**src/rtl/irq_pkg.sv**
```systemverilog
package irq_pkg;
    localparam int NREG   = 3;
    localparam int REG_W  = 8;
    localparam int NSRC   = NREG * REG_W;
    localparam int IDX_W  = $clog2(NSRC);
    localparam int POS_W  = $clog2(REG_W);
    localparam int SEL_W  = $clog2(2 * NREG + 1);
    localparam int SEL_MASTER = 2 * NREG;

    typedef enum logic [1:0] {
        TGT_NONE,
        TGT_ENABLE,
        TGT_FLAG,
        TGT_MASTER
    } wr_target_e;

    typedef struct packed {
        wr_target_e        tgt;
        logic [NSRC-1:0]   mask;
        logic              val;
    } bit_wr_t;

    typedef struct packed {
        logic             hit;
        logic [IDX_W-1:0] idx;
    } pick_t;

    function automatic bit_wr_t decode_wr(input logic we, input logic [SEL_W-1:0] sel,
                                          input logic [POS_W-1:0] pos, input logic val);
        bit_wr_t r;
        int unsigned bank;
        r.tgt  = TGT_NONE;
        r.mask = '0;
        r.val  = val;
        bank   = 0;
        if (we) begin
            if (int'(sel) < NREG) begin
                r.tgt = TGT_ENABLE;
                bank  = int'(sel);
            end else if (int'(sel) < 2 * NREG) begin
                r.tgt = TGT_FLAG;
                bank  = int'(sel) - NREG;
            end else if (int'(sel) == SEL_MASTER && pos == '0) begin
                r.tgt = TGT_MASTER;
            end
            if (r.tgt == TGT_ENABLE || r.tgt == TGT_FLAG)
                r.mask[bank * REG_W + int'(pos)] = 1'b1;
        end
        return r;
    endfunction
endpackage

```
**src/rtl/irq_enable_regs.sv**
```systemverilog
module irq_enable_regs
    import irq_pkg::*;
(
    input  logic            clk,
    input  logic            rst,
    input  bit_wr_t         wr,
    input  logic            ack_fire,
    input  logic            reti,
    output logic [NSRC-1:0] en_q,
    output logic            master_q
);
    always_ff @(posedge clk) begin
        if (rst) begin
            en_q     <= '0;
            master_q <= 1'b0;
        end else begin
            if (wr.tgt == TGT_ENABLE)
                en_q <= wr.val ? (en_q | wr.mask) : (en_q & ~wr.mask);
            if (ack_fire)
                master_q <= 1'b0;
            else if (reti)
                master_q <= 1'b1;
            else if (wr.tgt == TGT_MASTER)
                master_q <= wr.val;
        end
    end

    a_r4_ack_drops_master: assert property (@(posedge clk) disable iff (rst)
        ack_fire |=> !master_q);
    a_r5_reti_raises_master: assert property (@(posedge clk) disable iff (rst)
        (reti && !ack_fire) |=> master_q);
endmodule

```
**src/rtl/irq_flag_bank.sv**
```systemverilog
module irq_flag_bank
    import irq_pkg::*;
(
    input  logic             clk,
    input  logic             rst,
    input  logic [NSRC-1:0]  pulse,
    input  bit_wr_t          wr,
    input  logic             ack_fire,
    input  logic [IDX_W-1:0] ack_idx,
    output logic [NSRC-1:0]  flag_q
);
    logic [NSRC-1:0] hw_clr, sw_clr, sw_set, clr_all;

    always_comb begin
        hw_clr = '0;
        if (ack_fire)
            hw_clr[ack_idx] = 1'b1;
        sw_clr  = (wr.tgt == TGT_FLAG && !wr.val) ? wr.mask : '0;
        sw_set  = (wr.tgt == TGT_FLAG &&  wr.val) ? wr.mask : '0;
        clr_all = hw_clr | sw_clr;
    end

    always_ff @(posedge clk) begin
        if (rst)
            flag_q <= '0;
        else
            flag_q <= (flag_q & ~clr_all) | sw_set | pulse;
    end

    a_r2_flag_holds: assert property (@(posedge clk) disable iff (rst)
        1'b1 |=> ((flag_q & $past(flag_q & ~clr_all)) == $past(flag_q & ~clr_all)));
    a_r2_pulse_sets: assert property (@(posedge clk) disable iff (rst)
        1'b1 |=> ((flag_q & $past(pulse)) == $past(pulse)));
    a_r6_ack_clears_winner: assert property (@(posedge clk) disable iff (rst)
        (ack_fire && pulse[ack_idx] == 1'b0 && sw_set[ack_idx] == 1'b0)
        |=> flag_q[$past(ack_idx)] == 1'b0);
endmodule

```
**src/rtl/irq_prio_pick.sv**
```systemverilog
module irq_prio_pick
    import irq_pkg::*;
(
    input  logic [NSRC-1:0] pend,
    output pick_t           pick
);
    always_comb begin
        pick = '0;
        for (int i = NSRC - 1; i >= 0; i--) begin
            if (pend[i]) begin
                pick.hit = 1'b1;
                pick.idx = IDX_W'(i);
            end
        end
    end

    a_r7_lowest_wins: assert final (!pick.hit ||
        (pend[pick.idx] && ((pend & ((NSRC'(1) << pick.idx) - NSRC'(1))) == '0)));
    a_r7_idle_zero: assert final (pick.hit || (pick.idx == '0 && pend == '0));
endmodule

```
**src/rtl/irq_gate_ctrl.sv**
```systemverilog
module irq_gate_ctrl
    import irq_pkg::*;
(
    input  logic             clk,
    input  logic             rst,
    input  logic [NSRC-1:0]  src_pulse,
    input  logic             bit_we,
    input  logic [SEL_W-1:0] bit_sel,
    input  logic [POS_W-1:0] bit_pos,
    input  logic             bit_val,
    input  logic             vec_ack,
    input  logic             reti,
    output logic             irq_req,
    output logic [IDX_W-1:0] irq_idx,
    output logic             master_en
);
    bit_wr_t         wr;
    logic [NSRC-1:0] en_q, flag_q;
    logic            master_q, ack_fire;
    pick_t           pick;

    assign wr       = decode_wr(bit_we, bit_sel, bit_pos, bit_val);
    assign irq_req  = master_q & pick.hit;
    assign irq_idx  = pick.idx;
    assign master_en = master_q;
    assign ack_fire = vec_ack & irq_req;

    irq_enable_regs u_en (
        .clk(clk), .rst(rst), .wr(wr), .ack_fire(ack_fire), .reti(reti),
        .en_q(en_q), .master_q(master_q)
    );

    irq_flag_bank u_flag (
        .clk(clk), .rst(rst), .pulse(src_pulse), .wr(wr), .ack_fire(ack_fire),
        .ack_idx(pick.idx), .flag_q(flag_q)
    );

    irq_prio_pick u_pick (.pend(flag_q & en_q), .pick(pick));

    a_r3_master_gates: assert property (@(posedge clk) disable iff (rst)
        !master_q |-> !irq_req);
    a_r3_req_needs_enabled_flag: assert property (@(posedge clk) disable iff (rst)
        irq_req |-> (flag_q[irq_idx] && en_q[irq_idx]));
    a_r4_ignored_ack: assert property (@(posedge clk) disable iff (rst)
        (vec_ack && !irq_req && !reti && !(bit_we && bit_sel == SEL_W'(SEL_MASTER)))
        |=> master_q == $past(master_q));
endmodule

```
**config.mk**
```make
export PLATFORM = sky130hd
export DESIGN_NAME = irq_gate_ctrl
export DESIGN_NICKNAME = d
export VERILOG_FILES = /design/src/rtl/irq_pkg.sv /design/src/rtl/irq_enable_regs.sv /design/src/rtl/irq_flag_bank.sv /design/src/rtl/irq_prio_pick.sv /design/src/rtl/irq_gate_ctrl.sv
export SDC_FILE = /design/constraint.sdc
export NUM_CORES = 1
export LEC_CHECK = 0
export ABC_AREA = 1
export BUFFER_PORTS_ARGS = -buffer_cell sky130_fd_sc_hd__buf_2
export CORE_MARGIN = 5
export CORE_UTILIZATION = 55
export CTS_BUF_LIST = sky130_fd_sc_hd__clkbuf_2
export CTS_CLUSTER_SIZE = 20
export DETAILED_ROUTE_END_ITERATION = 8
export GPL_TIMING_DRIVEN = 0
export PLACE_DENSITY_LB_ADDON = 0.3
export SETUP_SLACK_MARGIN = 0.5
export SLEW_MARGIN = 10
export SYNTH_ARGS = -nofsm -noshare
export SYNTH_HDL_FRONTEND = slang
export SYNTH_SLANG_ARGS = --single-unit
```
**constraint.sdc**
```tcl
create_clock -name clk -period 5.75 [get_ports clk]
set_clock_uncertainty 0.05 [all_clocks]
set_input_delay 1.15 -clock clk [delete_from_list [all_inputs] [get_ports clk]]
set_output_delay 1.15 -clock clk [all_outputs]
set_load 0.05 [all_outputs]
```
### Yosys cells after proc, flatten, opt, wreduce, memory -nomap -nowiden

Index checks and enable logic that the tools add are counted.

* register bits: 49
* bits in latches: 0
* memory bits (writable): 0
* memory bits (read-only): 0
* output and inout bits: 7
* logic and storage cells: 81
* memories: 0

* $add $sub $neg: 2
* multipliers: 0
* div/mod/pow operators: 0
* $lt $le $gt $ge: 6
* equal/unequal tests: 6
* shift operators: 0
* muxes and demuxes: 43
* bitwise logic cells: 11
* reduce and logical (&&, ||, !) cells: 10

Operators with widths (number)
* two-way mux 6 bit: 24
* two-way mux 24 bit: 5
* OR 24 bit: 4
* two-way mux 29 bit: 3
* bitwise AND 24 bit: 3
* inverter 24 bit: 2
* adder 32 x 3 -> 32 bit: 1
* >= comparator 32 x 1 -> 1 bit, second input constant: 1
* < comparator 32 x 6 -> 1 bit, second input constant: 1
* two-way mux 26 bit: 1
* demux 1 bit (select 5 bit): 2
* two-way mux 2 bit: 4
* equality test 2 bit, second input constant: 3
* < comparator 5 x 6 -> 1 bit, second input constant: 1
* >= comparator 5 x 1 -> 1 bit, second input constant: 1
* logical AND 1 bit: 5
* equality test 2 x 1 -> 1 bit, second input constant: 2
* two-way mux 1 bit: 4
* subtractor 3 x 2 -> 4 bit, second input constant: 1
* equality test 3 x 2 -> 1 bit, second input constant: 1
* zero test 3 bit: 1
* < comparator 3 x 2 -> 1 bit, second input constant: 1
* < comparator 3 bit, second input constant: 1
* bitwise AND 1 bit: 2
* other kinds (4): 4

### Depth between registers and ports, before layout

Gate-level depths: netlist of the first run.

* depth after elaboration: 35
* mapped depth: 29

### Hierarchy

From an unflattened synthesis of the first run, not the netlist that was laid out.

* cell total of the unflattened synthesis: 622
* area, all modules: 3733.6 um^2

By module, submodules not included
* irq_flag_bank: instances 1, cells an instance 226, area each 1571.5 um^2, sequential area each 480.5 um^2
* irq_enable_regs: instances 1, cells an instance 189, area each 1273.7 um^2, sequential area each 500.5 um^2
* irq_gate_ctrl: instances 1, cells an instance 128, area each 566.8 um^2, sequential area each 0.0 um^2
* irq_prio_pick: instances 1, cells an instance 79, area each 321.6 um^2, sequential area each 0.0 um^2

### Worst setup path before layout of the first run

No wires, ideal clock.

* path kind: register -> output
* start point: reg u_flag.flag_q[23]
* end point: out irq_idx[0]
* data arrival time: 1886 ps
* required time: 4550 ps
* slack: 2664 ps
* stages on the path, launching flop included: 28
* path buffers: 1
* cell sequence: dfxtp_1 > nand2_1 > inv_1 > nand2_1 > nand2_1 > nand2_1 > nand2_1 > nand2_1 > nand2_1 > nand2_1 > nand2_1 > nand2_1 > nand2_1 > nand2_1 > nand2_1 > nand2_1 > nand2_1 > nand2_1 > nand2_1 > nand2_1 > nand2_1 > nand2_1 > nand2_1 > nand2_2 > nand2_4 > nand2_4 > buf_6 > inv_1

* cells in the longest elaborated chain, start to end: 25

RTL lines
* start, declared: RTL line irq_flag_bank.sv:10 `output logic [NSRC-1:0] flag_q`
* start signal, assigned: RTL line irq_flag_bank.sv:27 `flag_q <= (flag_q & ~clr_all) | sw_set | pulse;`
* bitwise AND 24 bit: RTL line irq_gate_ctrl.sv:38 `irq_prio_pick u_pick (.pend(flag_q & en_q), .pick(pick));`
* two-way mux 6 bit (24 in series): RTL line irq_prio_pick.sv:10 `if (pend[i]) begin`
* end, declared: RTL line irq_gate_ctrl.sv:14 `output logic [IDX_W-1:0] irq_idx,`

No other way between the ends.

### Final worst setup path of the first run

Ends and elaborated chain as after synthesis.

==> results.py, run 1 <==
metrics = {
    "clock_tree": {
        "root_buffer": "clkbuf_2",
        "htree_num_levels": 2,
        "post_cts_buffers": 0,
        "tritoncts": "yes",
        "clockBufferDepth": 2,
        "path_clk_slew_ns": 0.25,
        "cts.repair.resized": 0,
        "clock-sinks": 49,
        "cts_buffers": 5,
        "insertion_delay_ns": 0.45,
        "ctsHoldBuffers": 0,
    },
    "routing": {
        "wl_met1_mm": 4.213,
        "vias_per_cell": 5.863,
        "route.met3.wl_um": 901,
        "wl_mm": 10.28,
        "wl_met2_mm": 4.712,
        "dr_total_vias": 3776,
        "first_pass_iters": 5,
        "drtIter0Drc": 387,
        "drtAntennaViolNets": 0,
        "wl_per_cell_um": 15.96,
        "drc": 0,
        "dr.max_layer_used": "met4",
    },
    "timing": {
        "finalCritPeriodShare_pct": 67.47,
        "drv_slew": 0,
        "setup-tns-final_ns": 0,
        "fmax_mhz": 257.8,
        "worst_pin_slew_ns": 1.088,
        "hold-worst-slack_ns": 0.4316,
        "setup_slack_ns": 1.870,
        "rsz0062_at_grt": "no",
        "setup_viol": 0,
        "final-hold-violation-count": 0,
        "period_needed_ns": 3.880,
        "slew_headroom_pct": 26.88,
    },
    "die": {
        "io_pins": 43,
        "initial_core_util_pct": 55.71,
        "die_h_um": 86.98,
        "rows": 28,
        "die_x_um": 86.98,
        "fp.coreArea_um2": 5851,
        "dieArea_um2": 7566,
    },
    "synth": {
        "yosys.area.top_type": "dfxtp_1",
        "synthTopCellsByArea": "dfxtp_1 30%, nand2_1 16%, nand3_1 8.9%, inv_1 8.3%, nand4_1 6.9%",
        "synth_cell_types": 30,
        "postSynthAreaPerCell_um2": 6.232,
        "seq_area_frac_synth_pct": 30.10,
        "yosys.area.top_type_share_pct": 30.10,
        "syn_area_um2": 3259,
        "ys.warnings.count": 0,
        "syn_nets": 562,
        "syn_inst": 523,
        "ys_ff_latch": 49,
    },
    "grt": {
        "grt_pass1_vias": 3425,
        "grt_pass1_wl_mm": 16.24,
        "grt-ovfl-total": 0,
        "grt_max_degree": 14,
        "grt_use_total_pct": 27.54,
        "grt_antenna_before_repair": 0,
    },
    "final_layout": {
        "syn_to_final_growth_pct": 9.943,
        "antenna_cells": 0,
        "nNetsFinal": 609,
        "multi_input_area_um2": 1858,
        "drive_above_1_share_pct": 14.94,
        "layout_common_cells": "142 x nand2_1, 72 x inv_1, 58 x nand3_1, 49 x dfxtp_1, 43 x buf_2",
        "seq_area_um2": 980.9,
        "nFillCells": 586,
        "final_core_util_pct": 61.25,
        "mostFrequentLayoutCell": "nand2_1",
    },
    "setup_path": {
        "crit_fanout": 10,
        "path_class": "flip-flop to primary output",
        "crit_slowest_cell": "dfxtp_1",
        "critPathMostFrequentCell": "nand2_1",
        "end_kind": "primary output",
        "required_ns": 4.55,
        "ff2ff_path_depth": 13,
        "worstSetupStartpointType": "flip-flop",
        "cpPeakStageDelay_ns": 0.39,
        "cp.arrival_ns": 2.68,
    },
    "power": {
        "p_leak_nw": 1.714,
        "powerDensity_nw_per_um2": 172.4,
        "irDropWorstVdd_v": 0.0001102,
    },
    "placed_design": {
        "io_buffers": 40,
        "place.gp.congestion": 0.9900,
        "pre_cts_ws_ns": 1.853,
        "dp_hpwl_mm": 7.536,
    },
    "min_path": {
        "hold_depth": 2,
        "worstHoldPathType": "flip-flop to flip-flop",
    },
    "outcome": {
        "status": "finished, final reports clean",
    },
    "run": {
        "max-cap-violations": 0,
    },
}
==> area by class of cell <==
| cell class | instances | area share (%) |
|---|---|---|
| multi-input cells | 366 | 51.85 |
| flip-flops and latches | 49 | 27.37 |
| inverters | 73 | 7.647 |
| repair buffers | 40 | 5.587 |
| plain buffers | 35 | 4.085 |
| well taps | 75 | 2.619 |
| clock buffers | 5 | 0.6983 |
| clock inverters | 1 | 0.1397 |
==> Yosys cell counts, drive strengths merged <==
library cell,n
a21oi,47
o22ai,2
nand3b,1
and2,1
buf,5
a31o,22
nand3,59
a21boi,1
o21ai,3
nor2,26
inv,72
ha,3
a211oi,1
dfxtp,49
nor3b,2
nand4,36
clkbuf,30
nand2,145
a31oi,3
nor3,7
o211ai,1
clkinv,1
o21bai,5
o31ai,1
==> power breakdown <==
group / switching (W) / internal, W / total, W
Sequential: 0.00000696 / 0.000353 / 0.000360
Clock: 0.000114 / 0.0000247 / 0.000138
Combinational: 0.0000797 / 0.0000394 / 0.000119
==> worst paths after layout <==
| path | startpoint | endpoint | slack [ns] |
|---|---|---|---|
| hold / removal | flip-flop | flip-flop | 0.43 |
| setup reg to reg | u_flag.flag_q[23] | u_flag.flag_q[13] | 3.28 |
| hold reg to reg | flip-flop | flip-flop | 0.43 |
| setup / recovery | u_flag.flag_q[23] | irq_idx[0] | 1.87 |
==> layer usage <==
metal | GRT usage, % | vias to the layer above
met5 | 0 | -
met1 | 35.01 | 1716
met4 | 12.75 | 0
met3 | 5.298 | 40
li1 | - | 1826
met2 | 44.79 | 194
==> cell families after synthesis <==
kind of cell    share of synthesized area [%]
compound gates                          17.54
buf+inv                                 12.90
flops                                   30.10
simple gates                            38.31
fa+ha+maj                               1.152
==> worst max-delay path: cells and delay by family, from the launching register on <==
kind	cells	cell delay (ns)
buffers and inverters	4	0.51
flip-flops	1	0.39
AND/OR/NAND/NOR	24	1.29
==> stage by stage <==
step / area, um^2 / cells / power [W]
6_report: 3583 / 644 / 0.0006178
5_1_grt: 3583 / 644 / 0.0006416
4_1_cts: 3583 / 644 / 0.0006124
3_5_place_dp: 3553 / 638 / 0.0004831
3_3_place_gp: 3553 / 638 / 0.0004795
2_1_floorplan: 3259 / 523 / 0.0004440
Power figures use the tool's default switching activity.
==> inputs of run 2 (changes only) <==
--- a/config.mk
+++ b/config.mk
@@ -8,7 +8,7 @@
 export ABC_AREA = 1
 export BUFFER_PORTS_ARGS = -buffer_cell sky130_fd_sc_hd__buf_2
 export CORE_MARGIN = 5
-export CORE_UTILIZATION = 55
+export CORE_UTILIZATION = 54
 export CTS_BUF_LIST = sky130_fd_sc_hd__clkbuf_2
 export CTS_CLUSTER_SIZE = 20
 export DETAILED_ROUTE_END_ITERATION = 8
==> constraint.sdc (replaced) <==
create_clock -name clk -period 3.3 [get_ports clk]
set_clock_uncertainty 0.05 [all_clocks]
set_input_delay 0.66 -clock clk [delete_from_list [all_inputs] [get_ports clk]]
set_output_delay 0.66 -clock clk [all_outputs]
set_load 0.05 [all_outputs]
==> run 2 against run 1 <==
  * First-iteration DRC count increased by 4.1%
  * Sequential power increased by 75%
  * Sequential cell count unchanged
  * Count of clock-buffer cells in the layout increased by 1
  * Design area increased by 5.0%
  * Hold slack got worse by 0.021 ns
  * Setup slack got worse by 1.8 ns
  * Via count increased by 2.8%
  * Critical endpoint unchanged
  * Largest cell class unchanged
  * Largest power group unchanged
  * Highest routed layer unchanged
==> results.py, run 2 (synthesis results as in run 1) <==
metrics = {
    "outcome": {
        "status": "finished, final reports clean",
    },
    "final_layout": {
        "multi_input_area_um2": 1898,
        "seq_area_um2": 994.7,
        "syn_to_final_growth_pct": 15.39,
        "final_area_um2": 3761,
        "layout_common_cells": "136 x nand2_1, 70 x inv_1, 58 x nand3_1, 39 x buf_2",
        "nNetsFinal": 616,
        "antenna_cells": 0,
        "mostFrequentLayoutCell": "nand2_1",
        "nFillCells": 584,
        "final_cell_count_no_fill": 653,
        "drive_above_1_share_pct": 20.59,
        "final_core_util_pct": 63.90,
    },
    "setup_path": {
        "end_kind": "primary output",
        "worstReg2RegEnd": "u_flag.flag_q[12]",
        "path_class": "flip-flop to primary output",
        "r2r_start": "u_flag.flag_q[18]",
        "cpPeakStageDelay_ns": 0.40,
        "worstSetupStartpointType": "flip-flop",
        "cp.arrival_ns": 2.51,
        "critPathMostFrequentCell": "nand2_1",
        "crit_fanout": 3,
        "reg2reg_slack_ns": 0.75,
        "required_ns": 2.59,
        "crit_slowest_cell": "dfxtp_2",
        "ff2ff_path_depth": 14,
    },
    "clock_tree": {
        "insertion_delay_ns": 0.47,
        "htree_num_levels": 2,
        "clockBufferDepth": 2,
        "root_buffer": "clkbuf_2",
        "tritoncts": "yes",
        "cts_buffers": 5,
        "ctsHoldBuffers": 0,
        "clock-sinks": 49,
        "path_clk_slew_ns": 0.29,
    },
    "min_path": {
        "hold-path-endpoint": "u_en.master_q",
        "worstHoldPathType": "input pin to flip-flop",
        "hold_depth": 3,
        "min-delay-start": "reti",
    },
    "run": {
        "max-cap-violations": 0,
    },
    "power": {
        "irDropWorstVdd_v": 0.0002207,
        "powerDensity_nw_per_um2": 317.4,
        "p_int_w": 0.0008217,
        "p_leak_nw": 1.779,
        "comb_power_share_pct": 18.3,
        "share_seq_of_total_power_pct": 52.8,
        "clkPwrFrac_pct": 28.9,
        "p_sw_w": 0.0003722,
        "p_sw_share_pct": 31.17,
    },
    "routing": {
        "drc": 0,
        "dr_total_vias": 3883,
        "drtIter0Drc": 403,
        "wl_per_cell_um": 16.52,
        "wl_mm": 10.79,
        "drtAntennaViolNets": 0,
        "first_pass_iters": 8,
        "vias_per_cell": 5.946,
    },
    "grt": {
        "grt_antenna_before_repair": 0,
        "grt_max_degree": 16,
        "grt_use_total_pct": 27.65,
        "grt_pass1_wl_mm": 16.50,
        "grt_pass1_vias": 3481,
        "grt-ovfl-total": 0,
    },
    "die": {
        "die_x_um": 87.69,
        "die_h_um": 87.69,
        "rows": 28,
        "io_pins": 43,
        "fp.coreArea_um2": 5886,
        "dieArea_um2": 7690,
        "initial_core_util_pct": 55.38,
    },
    "placed_design": {
        "place.gp.congestion": 0.9619,
        "place_area_um2": 3553,
        "dp_hpwl_mm": 7.678,
        "dp_cells": 638,
        "io_buffers": 40,
    },
    "timing": {
        "final-hold-violation-count": 0,
        "drv_slew": 0,
        "worst_pin_slew_ns": 0.7339,
        "rsz0062_at_grt": "yes",
        "fmax_mhz": 310.4,
        "period_needed_ns": 3.222,
        "setup-tns-final_ns": 0,
        "setup_viol": 0,
        "slew_headroom_pct": 51.07,
        "finalCritPeriodShare_pct": 97.62,
    },
}
## run 2: critical path: cells and delay by family, from the launching register on
family	cells	cell delay, ns
simple gates	24	1.31
flops	1	0.40
buf+inv	4	0.35
## run 2: power by group through the flow
| stage | sequential [W] | clock [W] | combinational [W] |
|---|---|---|---|
| 2_1_floorplan | 0.000638 | 0 | 0.000135 |
| 3_3_place_gp | 0.000639 | 0 | 0.000197 |
| 3_5_place_dp | 0.000640 | 0 | 0.000204 |
| 4_1_cts | 0.000629 | 0.000343 | 0.000209 |
| 5_1_grt | 0.000634 | 0.000367 | 0.000237 |
| 6_report | 0.000631 | 0.000345 | 0.000218 |
## run 2: per-stage QoR
step / setup slack [ns] / total power, W / hold slack, ns
finish: 0.07849 / 0.001194 / 0.4111
global route: -0.1171 / 0.001237 / 0.3966
CTS: 0.1004 / 0.001181 / 0.4274
detailed placement: -0.09720 / 0.0008441 / 0.4037
global placement: 0.008034 / 0.0008363 / 0.3976
floorplan: 0.7042 / 0.0007735 / 0.3895
## run 2: worst max-delay path by stage
stage                 startpoint          to  slack (ns)  depth (start not counted)
2_1_floorplan  u_flag.flag_q[23]  irq_idx[0]        0.70                         27
3_3_place_gp          bit_sel[1]   flip-flop       0.008                         11
3_5_place_dp          bit_sel[1]   flip-flop        -0.1                         11
4_1_cts        u_flag.flag_q[23]  irq_idx[0]        0.10                         28
5_1_grt        u_flag.flag_q[23]  irq_idx[0]       -0.12                         28
6_report       u_flag.flag_q[23]  irq_idx[0]        0.08                         28
## run 2: layout make-up
| cell class | instances | area share, % |
|---|---|---|
| buffer | 35 | 4.092 |
| clock buffer | 6 | 0.7984 |
| clock inverter | 2 | 1.031 |
| inverter | 73 | 7.352 |
| multi-input combinational | 366 | 50.47 |
| sequential | 49 | 26.45 |
| tap | 75 | 2.495 |
| timing repair buffer | 47 | 7.319 |
## run 2: timing repair
item / 4_1_cts / 5_1_grt
setup buffers: 5 / 2
cloned: 0 / 0
pin swaps: 2 / 6
endpoints found under the setup margin: 11 / 9
hold endpoints to repair: 0 / 0
gates resized for setup: 19 / 18
## run 2: metal layers
layer  GRT usage (%)  wire length [um]  vias to the layer above
met5               0                 0                        -
met1           35.63              4343                     1781
met3           7.338              1152                       35
met2           43.01              4889                      221
li1                -                 -                     1846
met4           12.83               400                        0
==> inputs of run 3 (changes only) <==
--- a/config.mk
+++ b/config.mk
@@ -7,7 +7,6 @@
 export LEC_CHECK = 0
 export ABC_AREA = 1
 export BUFFER_PORTS_ARGS = -buffer_cell sky130_fd_sc_hd__buf_2
-export CORE_MARGIN = 5
 export CORE_UTILIZATION = 54
 export CTS_BUF_LIST = sky130_fd_sc_hd__clkbuf_2
 export CTS_CLUSTER_SIZE = 20
==> run 3 against run 2 <==
  * Sequential cell count is the same
  * Critical path depth is the same
  * Highest routed layer unchanged
  * Core utilization grew 1.6 points
  * Sequential share of layout area grew 0.16 points
  * Hold slack gained 0.011 ns
  * Final cell count shrank 0.77%
  * Clock power shrank 3%
  * Critical endpoint unchanged
==> results.py, run 3 (synthesis results as in run 1) <==
metrics = {
    "clock_tree": {
        "path_clk_slew_ns": 0.25,
        "root_buffer": "clkbuf_2",
        "htree_num_levels": 2,
        "clockBufferDepth": 2,
        "insertion_delay_ns": 0.45,
        "ctsHoldBuffers": 0,
        "clock-sinks": 49,
        "tritoncts": "yes",
        "cts_buffers": 5,
    },
    "power": {
        "p_leak_nw": 1.759,
        "powerDensity_nw_per_um2": 317.1,
        "irDropWorstVdd_v": 0.0002162,
    },
    "timing": {
        "fmax_mhz": 308.7,
        "setup_viol": 0,
        "worst_pin_slew_ns": 0.7163,
        "period_needed_ns": 3.239,
        "drv_slew": 0,
        "hold-worst-slack_ns": 0.4224,
        "setup_slack_ns": 0.06066,
        "slew_headroom_pct": 52.25,
        "final-hold-violation-count": 0,
        "rsz0062_at_grt": "yes",
        "finalCritPeriodShare_pct": 98.16,
    },
    "routing": {
        "wl_per_cell_um": 16.20,
        "wl_mm": 10.50,
        "first_pass_iters": 6,
        "vias_per_cell": 5.966,
        "drc": 0,
        "drtIter0Drc": 373,
        "dr_total_vias": 3866,
        "drtAntennaViolNets": 0,
    },
    "run": {
        "max-cap-violations": 0,
    },
    "final_layout": {
        "mostFrequentLayoutCell": "nand2_1",
        "syn_to_final_growth_pct": 14.13,
        "nFillCells": 543,
        "nNetsFinal": 614,
        "layout_common_cells": "138 x nand2_1, 70 x inv_1, 58 x nand3_1, 42 x dfxtp_1, 39 x buf_2",
        "drive_above_1_share_pct": 19.27,
        "antenna_cells": 0,
    },
    "die": {
        "fp.coreArea_um2": 5675,
        "initial_core_util_pct": 57.43,
        "die_x_um": 79.69,
        "die_h_um": 79.69,
        "io_pins": 43,
        "rows": 27,
        "dieArea_um2": 6351,
    },
    "grt": {
        "grt_pass1_vias": 3557,
        "grt_max_degree": 15,
        "grt_use_total_pct": 35.15,
        "grt_pass1_wl_mm": 16.86,
        "grt-ovfl-total": 0,
        "grt_antenna_before_repair": 0,
    },
    "setup_path": {
        "cp.arrival_ns": 2.53,
        "crit_fanout": 2,
        "required_ns": 2.59,
        "path_delay_family": "simple AND/OR/NAND/NOR gates",
        "worstSetupStartpointType": "flip-flop",
        "cpPeakStageDelay_ns": 0.39,
        "path_class": "flip-flop to primary output",
        "critPathMostFrequentCell": "nand2_1",
        "worstPathBufferInverterCount": 4,
        "crit_slowest_cell": "dfxtp_2",
        "end_kind": "primary output",
    },
    "placed_design": {
        "pre_cts_ws_ns": -0.06793,
        "io_buffers": 40,
        "place.gp.congestion": 0.9828,
        "dp_hpwl_mm": 7.427,
    },
    "min_path": {
        "worstHoldPathType": "input pin to flip-flop",
    },
    "outcome": {
        "status": "finished, final reports clean",
    },
}
[run 3: cell types whose count changed in the layout (fill, tap and decap cells not counted), sizes merged]
cell  before  now
buf       51   49
[run 3: stage by stage]
stage | setup TNS [ns] | area [um^2] | power (W) | cells | utilization [%]
final | 0 | 3720 | 0.001179 | 648 | 65.54
after global routing | -0.1211 | 3720 | 0.001221 | 648 | 65.54
after detailed placement | -0.6289 | 3550 | 0.0008428 | 635 | 62.54
after global placement | -0.07926 | 3550 | 0.0008360 | 635 | 62.54
after CTS | 0 | 3699 | 0.001166 | 648 | 65.17
after floorplan | 0 | 3259 | 0.0007735 | 523 | -
[run 3: report_power, final]
group          internal [W]  switching [W]  total [W]  leakage [nW]
clock network      0.000129       0.000208   0.000336        0.0406
logic             0.0000702       0.000144   0.000214          1.31
registers          0.000616      0.0000121   0.000628         0.406
[run 3: timing repair]
| item | 4_1_cts | 5_1_grt |
|---|---|---|
| pin swaps | 5 | 6 |
| buffers inserted | 5 | 0 |
| resized for setup | 19 | 11 |
| hold endpoints to repair | 0 | 0 |
| setup endpoints to repair | 21 | 13 |
[run 3: area by class of cell]
class,count,area (um^2),area share [%]
Timing Repair Buffer,45,256.5,6.895
Multi-Input combinational cell,366,1889,50.79
Clock inverter,2,33.78,0.9082
Buffer,35,153.9,4.137
Inverter,73,276.5,7.434
Sequential cell,49,989.7,26.61
Tap cell,72,90.09,2.422
Clock buffer,6,30.03,0.8073
[run 3: path summary, 6_finish.rpt]
check	startpoint	to	slack (ns)	depth (start not counted)
worst max-delay path	flip-flop	irq_idx[0]	0.06	28
worst min-delay path	reti	u_en.master_q	0.42	3
worst max register to register	u_flag.flag_q[19]	u_flag.flag_q[8]	0.70	14
worst min register to register	flip-flop	flip-flop	0.43	2
[run 3: layer usage]
layer  up-vias  routed length [um]  GRT usage [%]
li1       1841                   -              -
met1      1737                4259          44.62
met2       248                4758          56.41
met3        40                1119          7.200
met4         0                 360          16.91
met5         -                   0              0
[run 3: tightest hold or removal path, stage by stage]
cell      delay [ns]
buf_2           0.07
a211oi_1        0.04
nor3_1          0.12
